--- config.mk ---
export PLATFORM = sky130hd
export DESIGN_NAME = scl_timing_gen
export DESIGN_NICKNAME = d
export VERILOG_FILES = /design/src/rtl/scl_gen_pkg.sv /design/src/rtl/scl_cfg_regs.sv /design/src/rtl/scl_phase_seq.sv /design/src/rtl/sda_hold_timer.sv /design/src/rtl/scl_timing_gen.sv
export SDC_FILE = /design/constraint.sdc
export NUM_CORES = 1
export LEC_CHECK = 0
export BUFFER_PORTS_ARGS = -buffer_cell sky130_fd_sc_hd__buf_2
export CAP_MARGIN = 20
export CORE_MARGIN = 2
export CORE_UTILIZATION = 45
export DETAILED_ROUTE_END_ITERATION = 12
export GPL_TIMING_DRIVEN = 1
export HOLD_SLACK_MARGIN = 0.08
export PLACE_DENSITY = 0.61
export SYNTH_ARGS = -nofsm -noshare
export SYNTH_HDL_FRONTEND = slang
export SYNTH_SLANG_ARGS = --single-unit
--- constraint.sdc ---
create_clock -name clk -period 3.3 [get_ports clk]
set_input_delay 0.33 -clock clk [delete_from_list [all_inputs] [get_ports clk]]
set_output_delay 0.33 -clock clk [all_outputs]
set_load 0.01 [all_outputs]
--- src/rtl/scl_gen_pkg.sv ---
package scl_gen_pkg;
   localparam logic [7:0]  WAVE_ADDR = 8'h10;
   localparam logic [7:0]  LOCK_ADDR = 8'hE4;
   localparam logic [23:0] LOCK_KEY  = 24'h545749;

   localparam int LO_POS   = 0;
   localparam int HI_POS   = 8;
   localparam int EXP_POS  = 16;
   localparam int HOLD_POS = 24;

   typedef enum logic [1:0] {
      PH_IDLE = 2'd0,
      PH_LOW  = 2'd1,
      PH_HIGH = 2'd2
   } phase_e;
endpackage

--- src/rtl/scl_cfg_regs.sv ---
module scl_cfg_regs
   import scl_gen_pkg::*;
#(
   parameter int ADDR_W = 8,
   parameter int DIV_W  = 8,
   parameter int EXP_W  = 3,
   parameter int HOLD_W = 5
) (
   input  logic              clk,
   input  logic              rst_n,
   input  logic              wr_en,
   input  logic [ADDR_W-1:0] wr_addr,
   input  logic [31:0]       wr_data,
   output logic [DIV_W-1:0]  lo_div,
   output logic [DIV_W-1:0]  hi_div,
   output logic [EXP_W-1:0]  exp_sel,
   output logic [HOLD_W-1:0] hold_val,
   output logic              lock_q,
   output logic              viol_q
);
   if (DIV_W < 1 || DIV_W > 8) begin : g_bad_div
      $error("DIV_W must be 1..8");
   end
   if (EXP_W < 1 || EXP_W > 3) begin : g_bad_exp
      $error("EXP_W must be 1..3");
   end
   if (HOLD_W < 1 || HOLD_W > 5) begin : g_bad_hold
      $error("HOLD_W must be 1..5");
   end
   if (ADDR_W < 8) begin : g_bad_addr
      $error("ADDR_W must be at least 8");
   end

   logic hit_wave, hit_lock, key_ok;

   assign hit_wave = wr_en && (wr_addr == ADDR_W'(WAVE_ADDR));
   assign hit_lock = wr_en && (wr_addr == ADDR_W'(LOCK_ADDR));
   assign key_ok   = (wr_data[31:8] == LOCK_KEY);

   logic unused_wdata;
   assign unused_wdata = ^{wr_data[31:29], wr_data[23:19]};

   always_ff @(posedge clk or negedge rst_n) begin
      if (!rst_n) begin
         lo_div   <= '0;
         hi_div   <= '0;
         exp_sel  <= '0;
         hold_val <= '0;
         lock_q   <= 1'b0;
         viol_q   <= 1'b0;
      end else begin
         if (hit_lock && key_ok) begin
            lock_q <= wr_data[0];
            viol_q <= 1'b0;
         end
         if (hit_wave) begin
            if (lock_q) begin
               viol_q <= 1'b1;
            end else begin
               lo_div   <= wr_data[LO_POS   +: DIV_W];
               hi_div   <= wr_data[HI_POS   +: DIV_W];
               exp_sel  <= wr_data[EXP_POS  +: EXP_W];
               hold_val <= wr_data[HOLD_POS +: HOLD_W];
            end
         end
      end
   end
endmodule

--- src/rtl/scl_phase_seq.sv ---
module scl_phase_seq
   import scl_gen_pkg::*;
#(
   parameter int DIV_W = 8,
   parameter int EXP_W = 3
) (
   input  logic             clk,
   input  logic             rst_n,
   input  logic             run,
   input  logic             line_hi,
   input  logic [DIV_W-1:0] lo_div,
   input  logic [DIV_W-1:0] hi_div,
   input  logic [EXP_W-1:0] exp_sel,
   output logic             scl_q,
   output logic             tick_q,
   output logic             fall_first
);
   localparam int CNT_W = DIV_W + (1 << EXP_W) + 1;

   phase_e               ph;
   logic [CNT_W-1:0]     remain;
   logic [CNT_W-1:0]     lo_load, hi_load;

   // Loaded value is the phase length minus one: (div << exp) + 2.
   assign lo_load = (CNT_W'(lo_div) << exp_sel) + CNT_W'(2);
   assign hi_load = (CNT_W'(hi_div) << exp_sel) + CNT_W'(2);

   assign fall_first = tick_q && !scl_q;

   always_ff @(posedge clk or negedge rst_n) begin
      if (!rst_n) begin
         ph     <= PH_IDLE;
         remain <= '0;
         scl_q  <= 1'b1;
         tick_q <= 1'b0;
      end else begin
         tick_q <= 1'b0;
         if (!run) begin
            ph     <= PH_IDLE;
            scl_q  <= 1'b1;
            remain <= '0;
         end else begin
            unique case (ph)
               PH_IDLE: begin
                  ph     <= PH_LOW;
                  remain <= lo_load;
                  scl_q  <= 1'b0;
                  tick_q <= 1'b1;
               end
               PH_LOW: begin
                  if (remain == '0) begin
                     ph     <= PH_HIGH;
                     remain <= hi_load;
                     scl_q  <= 1'b1;
                     tick_q <= 1'b1;
                  end else begin
                     remain <= remain - 1'b1;
                  end
               end
               PH_HIGH: begin
                  if (line_hi) begin
                     if (remain == '0) begin
                        ph     <= PH_LOW;
                        remain <= lo_load;
                        scl_q  <= 1'b0;
                        tick_q <= 1'b1;
                     end else begin
                        remain <= remain - 1'b1;
                     end
                  end
               end
               default: begin
                  ph    <= PH_IDLE;
                  scl_q <= 1'b1;
               end
            endcase
         end
      end
   end
endmodule

--- src/rtl/sda_hold_timer.sv ---
module sda_hold_timer #(
   parameter int HOLD_W = 5
) (
   input  logic              clk,
   input  logic              rst_n,
   input  logic              run,
   input  logic              fall_first,
   input  logic [HOLD_W-1:0] hold_val,
   output logic              strobe_q
);
   localparam int HC_W = HOLD_W + 2;

   logic            armed;
   logic [HC_W-1:0] left;

   always_ff @(posedge clk or negedge rst_n) begin
      if (!rst_n) begin
         armed    <= 1'b0;
         left     <= '0;
         strobe_q <= 1'b0;
      end else begin
         strobe_q <= 1'b0;
         if (!run) begin
            armed <= 1'b0;
            left  <= '0;
         end else if (fall_first) begin
            // Loaded at the end of the first low cycle; fires hold+3 after it began.
            armed <= 1'b1;
            left  <= HC_W'(hold_val) + HC_W'(1);
         end else if (armed) begin
            if (left == '0) begin
               strobe_q <= 1'b1;
               armed    <= 1'b0;
            end else begin
               left <= left - 1'b1;
            end
         end
      end
   end
endmodule

--- src/rtl/scl_timing_gen.sv ---
module scl_timing_gen #(
   parameter int ADDR_W      = 8,
   parameter int DIV_W       = 8,
   parameter int EXP_W       = 3,
   parameter int HOLD_W      = 5,
   parameter int SYNC_STAGES = 0
) (
   input  logic              clk,
   input  logic              rst_n,
   input  logic              reg_wr,
   input  logic [ADDR_W-1:0] reg_addr,
   input  logic [31:0]       reg_wdata,
   input  logic              gen_en,
   input  logic              scl_in,
   output logic              scl_out,
   output logic              phase_tick,
   output logic              sda_strobe,
   output logic              wp_active,
   output logic              wp_violation
);
   if (SYNC_STAGES < 0 || SYNC_STAGES > 4) begin : g_bad_sync
      $error("SYNC_STAGES must be 0..4");
   end

   logic [DIV_W-1:0]  lo_div, hi_div;
   logic [EXP_W-1:0]  exp_sel;
   logic [HOLD_W-1:0] hold_val;
   logic              scl_sensed;
   logic              fall_first;

   if (SYNC_STAGES == 0) begin : g_direct
      assign scl_sensed = scl_in;
   end else begin : g_sync
      logic [SYNC_STAGES-1:0] sync_q;
      always_ff @(posedge clk or negedge rst_n) begin
         if (!rst_n) sync_q <= '1;
         else        sync_q <= {sync_q[SYNC_STAGES-1:0], scl_in} >> 0;
      end
      assign scl_sensed = sync_q[SYNC_STAGES-1];
   end

   scl_cfg_regs #(
      .ADDR_W (ADDR_W),
      .DIV_W  (DIV_W),
      .EXP_W  (EXP_W),
      .HOLD_W (HOLD_W)
   ) u_cfg (
      .clk      (clk),
      .rst_n    (rst_n),
      .wr_en    (reg_wr),
      .wr_addr  (reg_addr),
      .wr_data  (reg_wdata),
      .lo_div   (lo_div),
      .hi_div   (hi_div),
      .exp_sel  (exp_sel),
      .hold_val (hold_val),
      .lock_q   (wp_active),
      .viol_q   (wp_violation)
   );

   scl_phase_seq #(
      .DIV_W (DIV_W),
      .EXP_W (EXP_W)
   ) u_seq (
      .clk        (clk),
      .rst_n      (rst_n),
      .run        (gen_en),
      .line_hi    (scl_sensed),
      .lo_div     (lo_div),
      .hi_div     (hi_div),
      .exp_sel    (exp_sel),
      .scl_q      (scl_out),
      .tick_q     (phase_tick),
      .fall_first (fall_first)
   );

   sda_hold_timer #(
      .HOLD_W (HOLD_W)
   ) u_hold (
      .clk        (clk),
      .rst_n      (rst_n),
      .run        (gen_en),
      .fall_first (fall_first),
      .hold_val   (hold_val),
      .strobe_q   (sda_strobe)
   );
endmodule


==> results of run 1 <==
==> cells by family after synthesis <==
family | share of synthesized area (%)
DFF | 32.03
xor gates and xnor gates | 6.200
buffers and inverters | 4.971
adders and majority gates | 3.428
muxes | 15.31
AOI/OAI and AO/OA | 17.29
and+or+nand+nor | 20.77
==> metrics by stage <==
step | instance area, um2 | hold WS (ns) | worst slack, ns | util [%]
3_5_place_dp | 4761 | 0.3977 | 0.5232 | 49.62
2_1_floorplan | 4379 | 0.03441 | 0.5667 | -
4_1_cts | 4867 | 0.2274 | 0.5037 | 50.73
6_report | 4867 | 0.2290 | 0.4930 | 50.73
5_1_grt | 4867 | 0.2348 | 0.2712 | 50.73
3_3_place_gp | 4761 | 0.4051 | 0.5793 | 49.62
==> cells in the final DEF, fill, tap and decap left out, types with 4 or more instances in the layout <==
| master | instances |
|---|---|
| dfrtp_1 | 55 |
| buf_2 | 49 |
| nor2_1 | 46 |
| nand2_1 | 46 |
| mux2_2 | 31 |
| mux2i_1 | 22 |
| o21ai_0 | 22 |
| nor3_1 | 20 |
| inv_1 | 19 |
| a21oi_1 | 18 |
| xor2_1 | 18 |
| nand3_1 | 14 |
| buf_4 | 14 |
| xnor2_1 | 13 |
| ha_1 | 12 |
| o22ai_1 | 11 |
| a211oi_1 | 8 |
| o21ai_1 | 8 |
| nor4_1 | 6 |
| a32oi_1 | 6 |
| clkbuf_8 | 6 |
| nand4_1 | 5 |
| nand2b_1 | 5 |
| a31oi_1 | 5 |
| o211ai_1 | 5 |
| nor2b_1 | 4 |
| or3_1 | 4 |
| mux4_2 | 4 |
| a221oi_1 | 4 |
==> what timing repair did <==
action / CTS / global route
endpoints found under the hold margin: 25 / 0
hold buffers: 1 / 0
endpoints found under the setup margin: 0 / 0
==> registers in the layout, indices dropped and copies added, names as in the netlist <==
| signal | cells |
|---|---|
| u_cfg.hold_val | 5 |
| u_hold.left | 7 |
| u_cfg.hi_div | 8 |
| u_hold.strobe_q | 1 |
| u_seq.scl_q | 1 |
| u_cfg.exp_sel | 3 |
| u_seq.ph | 2 |
| u_hold.armed | 1 |
| u_cfg.lo_div | 8 |
| u_seq.tick_q | 1 |
| u_cfg.viol_q | 1 |
| u_cfg.lock_q | 1 |
| u_seq.remain | 17 |
==> metal layers <==
metal  up-vias  routed length (um)  GRT usage (%)
met5         -                   0              0
li1       1916                   -              -
met3        20                 636          3.051
met2       138                5069          34.24
met1      1880                5541          32.85
met4         0                 223          7.282
==> area by class of cell <==
class / count / area (um2)
fill: 928 / 4727
sequential: 56 / 1403
clock buffer: 6 / 82.58
inverter: 22 / 82.58
clock inverter: 2 / 13.76
tap: 133 / 166.4
multi-input combinational: 393 / 2759
timing repair buffer: 64 / 360.3
==> synth_stat cells, drive strengths merged, types with 3 or more instances <==
cell type,count,area [um2]
nor2b,4,25.02
or3,4,25.02
clkbuf,17,63.81
xor2,18,157.7
nor2,46,172.7
o22ai,11,68.82
nand4b,3,26.28
mux2,32,360.3
or4,4,33.78
nand2b,5,31.28
nand2,46,172.7
o211ai,6,50.05
nor3,21,110.1
o21ai,31,158.9
and3,3,18.77
buf,9,71.32
nor4,7,50.05
a21oi,18,90.09
ha,12,150.1
o21a,3,22.52
inv,20,75.07
a221oi,4,35.03
nand4,5,31.28
a211oi,8,60.06
dfrtp,55,1376
mux2i,22,220.2
a32oi,6,52.55
nand3b,3,22.52
a31oi,5,31.28
nor4b,4,41.29
xnor2,13,113.9
nand3,14,70.07
mux4,4,90.09
==> path summary, 6_finish.rpt <==
kind                             startpoint                to  slack [ns]  depth (start not counted)
max                        u_cfg.exp_sel[1]  u_seq.remain[11]        0.49                         10
min in group asynchronous             rst_n  u_seq.remain[13]        0.56                          2
max in group asynchronous             rst_n       u_seq.scl_q        1.86                          3
max reg2reg                u_cfg.exp_sel[1]  u_seq.remain[11]        0.49                         10
min reg2reg                     u_seq.scl_q       u_seq.scl_q        0.53                          2
min                            reg_wdata[6]   u_cfg.lo_div[6]        0.23                          2
==> power by group through the flow <==
stage | Clock [W] | Sequential, W | Combinational, W
3_3_place_gp | 0 | 0.000892 | 0.00170
5_1_grt | 0.000457 | 0.000901 | 0.00192
2_1_floorplan | 0 | 0.000876 | 0.00125
6_report | 0.000418 | 0.000883 | 0.00174
4_1_cts | 0.000432 | 0.000882 | 0.00172
3_5_place_dp | 0 | 0.000893 | 0.00170
==> metrics.csv, run 1 <==
metric,value,unit
status,"complete, no violations",
setup_tns,0,ns
crit_buf_inv,1,
nNetsFinal,599,
vias,3954,
power.leakage,2.051,nW
p_sw,0.001438,W
async_reset_ff_share,100.0,%
wl_per_cell,16.97,um
grt.overflow.total,0,
dpl.cell_count,667,
clk_pin_slew_worst_paths,0.11,ns
clockRootBuffer,clkbuf_8,
grtUsageTotal,22.42,%
clkPwrFrac,13.8,%
clockBufferDepth,2,
wl,11470,um
syn_to_final_growth,11.14,%
syn_inst,497,
clock_sinks,56,
first_iter_violations,259,
cts_made_buffers,5,
drc_errors,0,
max_stage_delay,0.47,ns
crit_path_start_kind,flop,
report.power.total,0.003039,W
initial_core_util,45.64,%
pwr-share-comb,57.2,%
drv_cap,0,
cts_max_level,2,
antenna_found_initial,0,
hold_class,input pin to flop,
cp_max_fo,28,
ys_types,70,
synth_fp_nets,554,
io_buffers,49,
setup_viol,0,
insertion_delay,0.32,ns
tightest_slew,0.6430,ns
switching_share,47.31,%
path_cells,buf_4 > mux2i_1 > o21a_1 > nor2_1 > ha_1 > nand4_1 > or4_4 > o32ai_2 > nand2_1 > o211ai_2,
die_area,10540,um2
p_per_area,624.4,nW/um2
internal-power,0.001601,W
die_h,102.7,um
slew_headroom,57.13,%
rows,36,
first_global_vias,3733,
gp_congestion,0.9544,
postCtsResizedCells,0,
drive_above_1_share,21.73,%
ys.warnings.count,0,
avgSynthCellArea,8.811,um2
die_x,102.7,um
syn-cell-area,4379,um2
num_antenna_cells,0,
slew_violations,0,
rsz0062_at_grt,false,
firstDrtPassIters,6,
hold_viol,0,
synth-edff-count,0,
cp_top_family,simple AND/OR/NAND/NOR gates,
num_io_pins,50,
post-cts-setup-buffers,0,
ant_nets,0,
grt_pass1_wl,18710,um
cp_data_required_time,3.56,ns
via_per_inst,5.849,
cts_tree,yes,
crit_type,flop to flop,
fmax,0.3563,GHz
setup.worst_path.end_class,flop,
ys_seq_area_share,32.03,%
vdd_ir_drop_max,0.3659,mV
arrival,3.06,ns
coreArea,9594,um2
yosys_most_used_dff,dfrtp_1,
cp_slowest_cell,or4_4,
p_seq_share,29.1,%
ys_seq_elements,56,
dp_hpwl,8626,um
finClkSkew,0.01397,ns
instances_no_fill,676,
period_minus_slack,2.807,ns
grt_max_degree,34,
min_period_over_period,85.06,%
Note: power is estimated with default switching activity, not from simulation.
==> run 2, diff against run 1 <==
CORE_UTILIZATION = 55   (was 45)
PLACE_DENSITY = 0.73   (was 0.61)
==> run 2 against run 1 <==
Net effect:
- power down 1.8%
- via count up 0.35%
- global-route usage is 4.1 points higher
- utilization grew 11 points
- critical path depth unchanged
- critical path type unchanged
- non-clock buffer count shrank 4
- register-to-register slack lost 0.07 ns
- sequential share of layout area up 0.44 points
- maximum frequency is 2.3% lower
- critical endpoint unchanged
- final area shrank 1.5%
- worst hold slack got worse by 0.14 ns
- combinational power shrank 2%
==> metrics.csv, run 2 (synthesized netlist as in run 1, its figures left out) <==
metric,value,unit,change
insertion_delay,0.32,ns,about the same
initial_core_util,56.67,%,was 45.64%
die_x,93.23,um,was 102.7 um
fmax,0.3480,GHz,was 0.3563 GHz
rows,32,,was 36
vias,3968,,was 3954
max_stage_delay,0.51,ns,was 0.47 ns
regArea,1403,um2,unchanged
arrival,3.12,ns,was 3.06 ns
power.leakage,2.024,nW,was 2.051 nW
grt_pass1_wl,18490,um,was 18710 um
num_io_pins,50,,unchanged
p_per_area,622.6,nW/um2,was 624.4 nW/um2
cts_hold_buf,0,,was 1
rsz0062_at_grt,false,,unchanged
hold_viol,0,,unchanged
top_layer_used,met4,,unchanged
drv_cap,0,,unchanged
grt_max_degree,39,,was 34
clock_sinks,56,,unchanged
clockBufferDepth,2,,unchanged
syn_to_final_growth,9.486,%,was 11.14%
post-cts-setup-buffers,0,,unchanged
num-fill-cells,686,,was 928
cts_made_buffers,5,,unchanged
crit_path_start_kind,flop,,unchanged
drive_above_1_share,21.34,%,was 21.73%
wl,11140,um,was 11470 um
setup.worst_path.end_class,flop,,unchanged
cts_tree,yes,,unchanged
hold_class,input pin to async pin,,was input pin to flop
antenna_found_initial,0,,unchanged
slew_headroom,46.38,%,was 57.13%
clk_pin_slew_worst_paths,0.11,ns,about the same
multi_input_area,2759,um2,unchanged
cp_top_family,simple AND/OR/NAND/NOR gates,,unchanged
layout_common_cells,"55 x dfrtp_1, 49 x buf_2, 46 x nor2_1, 46 x nand2_1, 31 x mux2_2",,unchanged
die_h,93.23,um,was 102.7 um
reg_top3,"u_seq.remain (17), u_cfg.hi_div (8), u_cfg.lo_div (8)",,unchanged
clockRootBuffer,clkbuf_8,,unchanged
path_cells,buf_4 > mux2i_1 > o21a_1 > nor2_1 > ha_1 > nand4_1 > or4_4 > o32ai_2 > nand2_1 > o211ai_2,,unchanged
die_area,8692,um2,was 10540 um2
ant_nets,0,,unchanged
first_iter_violations,386,,was 259
wl_met2,5133,um,was 5069 um
slew_violations,0,,unchanged
period_minus_slack,2.873,ns,was 2.807 ns
drc_errors,0,,unchanged
setup_viol,0,,unchanged
layout_commonest_cell,dfrtp_1,,unchanged
min_period_over_period,87.07,%,was 85.06%
setup_tns,0,ns,unchanged
num_antenna_cells,0,,unchanged
dp_hpwl,8370,um,was 8626 um
cp_max_fo,25,,was 28
postCtsResizedCells,0,,unchanged
wl_per_cell,17.38,um,was 16.97 um
status,"complete, no violations",,unchanged
first_global_vias,3734,,was 3733
grt.overflow.total,0,,unchanged
vdd_ir_drop_max,0.3400,mV,was 0.3659 mV
firstDrtPassIters,5,,was 6
tightest_slew,0.8043,ns,was 0.6430 ns
grtUsageTotal,26.49,%,was 22.42%
gp_congestion,0.9478,,was 0.9544
nNetsFinal,595,,was 599
cts_max_level,2,,unchanged
instances_no_fill,641,,was 676
io_buffers,49,,unchanged
finClkSkew,0.01235,ns,was 0.01397 ns
via_per_inst,6.190,,was 5.849
crit_buf_inv,1,,unchanged
cp_data_required_time,3.54,ns,was 3.56 ns
dpl.cell_count,633,,was 667
crit_type,flop to flop,,unchanged
largest_reg_flops,17,,unchanged
cp-startpoint,u_cfg.exp_sel[1],,unchanged
coreArea,7727,um2,was 9594 um2
wl_met3,646,um,was 636 um
wl_met1,5155,um,was 5541 um
cp_slowest_cell,dfrtp_1,,was or4_4
r2r_start,u_cfg.exp_sel[1],,unchanged
regMostFlops,u_seq.remain,,unchanged
run 2: final cells by class:
| cell class | count | area share, % |
|---|---|---|
| Tap cell | 102 | 2.662 |
| Clock inverter | 3 | 0.5480 |
| Inverter | 22 | 1.722 |
| Sequential cell | 56 | 29.25 |
| Timing Repair Buffer | 60 | 6.837 |
| Multi-Input combinational cell | 393 | 57.54 |
| Clock buffer | 5 | 1.435 |
run 2: per-stage QoR:
| step | utilization [%] | total power [W] | area, um2 | hold slack (ns) | setup slack [ns] |
|---|---|---|---|---|---|
| finish | 62.05 | 0.002985 | 4795 | 0.08413 | 0.4266 |
| global placement | 60.82 | 0.002526 | 4700 | 0.4580 | 0.5912 |
| floorplan | - | 0.002130 | 4379 | 0.03441 | 0.5667 |
| detailed placement | 60.82 | 0.002549 | 4700 | 0.4741 | 0.4988 |
| global route | 62.05 | 0.003213 | 4795 | 0.1474 | 0.1214 |
| CTS | 62.05 | 0.002972 | 4795 | 0.1159 | 0.4627 |
run 2: final timing paths:
path                                    end  slack, ns  cells past startpoint
max                        u_seq.remain[11]       0.43                     10
min reg2reg                     u_seq.scl_q       0.53                      2
min in group clk               u_cfg.lock_q       0.22                      3
min                        u_seq.remain[11]       0.08                      1
max in group asynchronous   u_cfg.lo_div[6]       2.41                      2
max reg2reg                u_seq.remain[11]       0.43                     10
run 2: power breakdown:
group | switching, W | internal, W
clock network | 0.000249 | 0.000155
logic | 0.00107 | 0.000627
registers | 0.0000984 | 0.000785
run 2: per-layer routing:
layer | GRT usage, % | up-vias
met4 | 7.353 | 0
met1 | 38.15 | 1892
met5 | 0 | -
met2 | 41.49 | 141
met3 | 4.110 | 18
li1 | - | 1917
==> run 3, diff against run 2 <==
clock period = 3.72 ns   (was 3.3 ns; I/O delays follow)
==> run 3 against run 2 <==
Net effect:
- clock skew decreased by 0.0035 ns
- count of clock-buffer cells in the layout is 1 higher
- cell count down 0.16%
- sequential share of layout area barely moved
- die area unchanged
- maximum frequency down 0.75%
- first-iteration DRC count fell by 9.8%
- via count increased by 1.9%
- global-route usage grew 0.94 points
- critical path depth rose by 1
==> metrics.csv, run 3 (synthesized netlist as in run 1, its figures left out) <==
metric,value,unit,change
status,"complete, no violations",,unchanged
die_x,93.23,um,unchanged
regMostFlops,u_seq.remain,,unchanged
die_h,93.23,um,unchanged
largest_reg_flops,17,,unchanged
clockBufferDepth,2,,unchanged
hold_viol,0,,unchanged
hold_class,input pin to async pin,,unchanged
grt_max_degree,57,,was 39
max_stage_delay,0.52,ns,was 0.51 ns
num_antenna_cells,0,,unchanged
gp_congestion,0.9213,,was 0.9478
cts_made_buffers,5,,unchanged
drv_cap,0,,unchanged
dp_hpwl,8294,um,was 8370 um
finClkSkew,0.008881,ns,was 0.01235 ns
cts_max_level,2,,unchanged
switching_share,47.36,%,was 47.49%
clock_sinks,56,,unchanged
grtUsageTotal,27.43,%,was 26.49%
fmax,0.3454,GHz,was 0.3480 GHz
nNetsFinal,594,,was 595
drc_errors,0,,unchanged
setup_viol,0,,unchanged
report.power.total,0.002649,W,was 0.002985 W
internal-power,0.001394,W,was 0.001567 W
slew_headroom,50.88,%,was 46.38%
vias,4044,,was 3968
power.leakage,2.029,nW,was 2.024 nW
slew_violations,0,,unchanged
wl,11170,um,was 11140 um
insertion_delay,0.32,ns,about the same
cp_max_fo,29,,was 25
drive_above_1_share,21.19,%,was 21.34%
clkPwrFrac,13.6,%,was 13.5%
coreArea,7727,um2,unchanged
p_sw,0.001255,W,was 0.001418 W
reg_top3,"u_seq.remain (17), u_cfg.hi_div (8), u_cfg.lo_div (8)",,unchanged
p_seq_share,29.5,%,was 29.6%
layout_commonest_cell,dfrtp_1,,unchanged
first_iter_violations,348,,was 386
first_global_vias,3808,,was 3734
crit_type,flop to flop,,unchanged
io_buffers,49,,unchanged
clk_pin_slew_worst_paths,0.11,ns,about the same
crit_path_start_kind,flop,,unchanged
die_area,8692,um2,unchanged
cp_data_required_time,3.97,ns,was 3.54 ns
min_period_over_period,77.83,%,was 87.07%
cp_slowest_cell,dfrtp_1,,unchanged
layout_common_cells,"55 x dfrtp_1, 49 x buf_2, 46 x nor2_1, 46 x nand2_1, 31 x mux2_2",,unchanged
cts_hold_buf,0,,unchanged
clockRootBuffer,clkbuf_8,,unchanged
via_per_inst,6.319,,was 6.190
rsz0062_at_grt,false,,unchanged
pwr-share-comb,56.8,%,was 56.9%
p_per_area,553.3,nW/um2,was 622.6 nW/um2
num_io_pins,50,,unchanged
setup.worst_path.end_class,flop,,unchanged
post-cts-setup-buffers,0,,unchanged
ant_nets,0,,unchanged
cts_tree,yes,,unchanged
antenna_found_initial,0,,unchanged
syn_to_final_growth,9.343,%,was 9.486%
tightest_slew,0.7368,ns,was 0.8043 ns
firstDrtPassIters,6,,was 5
vdd_ir_drop_max,0.2934,mV,was 0.3400 mV
path_cells,buf_4 > o21a_1 > nor2_1 > ha_1 > inv_1 > a2111oi_1 > o211ai_1 > or3_1 > nor3_1 > o2111ai_1 > o211ai_2,,was buf_4 > mux2i_1 > o21a_1 > nor2_1 > ha_1 > nand4_1 > or4_4 > o32ai_2 > nand2_1 > o211ai_2
postCtsResizedCells,0,,unchanged
setup_tns,0,ns,unchanged
arrival,3.15,ns,was 3.12 ns
period_minus_slack,2.895,ns,was 2.873 ns
wl_per_cell,17.46,um,was 17.38 um
grt_pass1_wl,19110,um,was 18490 um
grt.overflow.total,0,,unchanged
initial_core_util,56.67,%,unchanged
rows,32,,unchanged
[run 3: metrics by stage]
stage | hold slack, ns | cell area, um2 | util, % | worst slack (ns) | std cells
floorplan | 0.07641 | 4379 | - | 0.9867 | 497
global placement | 0.5095 | 4692 | 60.72 | 0.9565 | 632
detailed placement | 0.5207 | 4692 | 60.72 | 0.8965 | 632
CTS | 0.2132 | 4788 | 61.97 | 0.8620 | 640
global route | 0.2698 | 4788 | 61.97 | 0.5569 | 640
finish | 0.1652 | 4788 | 61.97 | 0.8248 | 640
[run 3: layer usage]
layer	global-route usage, %	part of all wire, %
met1	40.10	46
met2	42.39	45
met3	3.546	7.2
met4	8.456	2.1
met5	0	0
[run 3: power by group through the flow]
stage | Clock [W] | Combinational, W | Sequential (W)
6_report | 0.000361 | 0.00151 | 0.000782
5_1_grt | 0.000393 | 0.00167 | 0.000798
4_1_cts | 0.000373 | 0.00148 | 0.000781
3_5_place_dp | 0 | 0.00147 | 0.000792
3_3_place_gp | 0 | 0.00145 | 0.000788
2_1_floorplan | 0 | 0.00111 | 0.000777
[run 3: area by class of cell]
type,instances,area (um2)
tap,102,127.6
inverter,22,82.58
sequential,56,1403
fill,675,2939
timing repair buffer,59,320.3
clock inverter,2,13.76
multi-input combinational,393,2759
clock buffer,6,82.58
[run 3: critical path, delay by kind of cell (launching register included)]
family                   cells  cell delay [ns]
AO/OA/AOI/OAI                5             1.09
AND/OR/NAND/NOR              3             0.73
flip-flops                   1             0.52
buffers and inverters        2             0.35
adder cells (fa/ha/maj)      1             0.15
[run 3: path summary, 6_finish.rpt]
kind	startpoint	endpoint	slack, ns	cells past startpoint
worst max-delay path	u_cfg.exp_sel[0]	u_seq.remain[11]	0.82	11
worst min-delay path	rst_n	u_seq.remain[12]	0.17	2
worst max register to register	u_cfg.exp_sel[0]	u_seq.remain[11]	0.82	11
worst min register to register	u_seq.scl_q	u_seq.scl_q	0.53	2
max in group asynchronous	rst_n	u_cfg.lo_div[4]	3.03	2
min in group clk	reg_wdata[6]	u_cfg.lo_div[6]	0.28	2
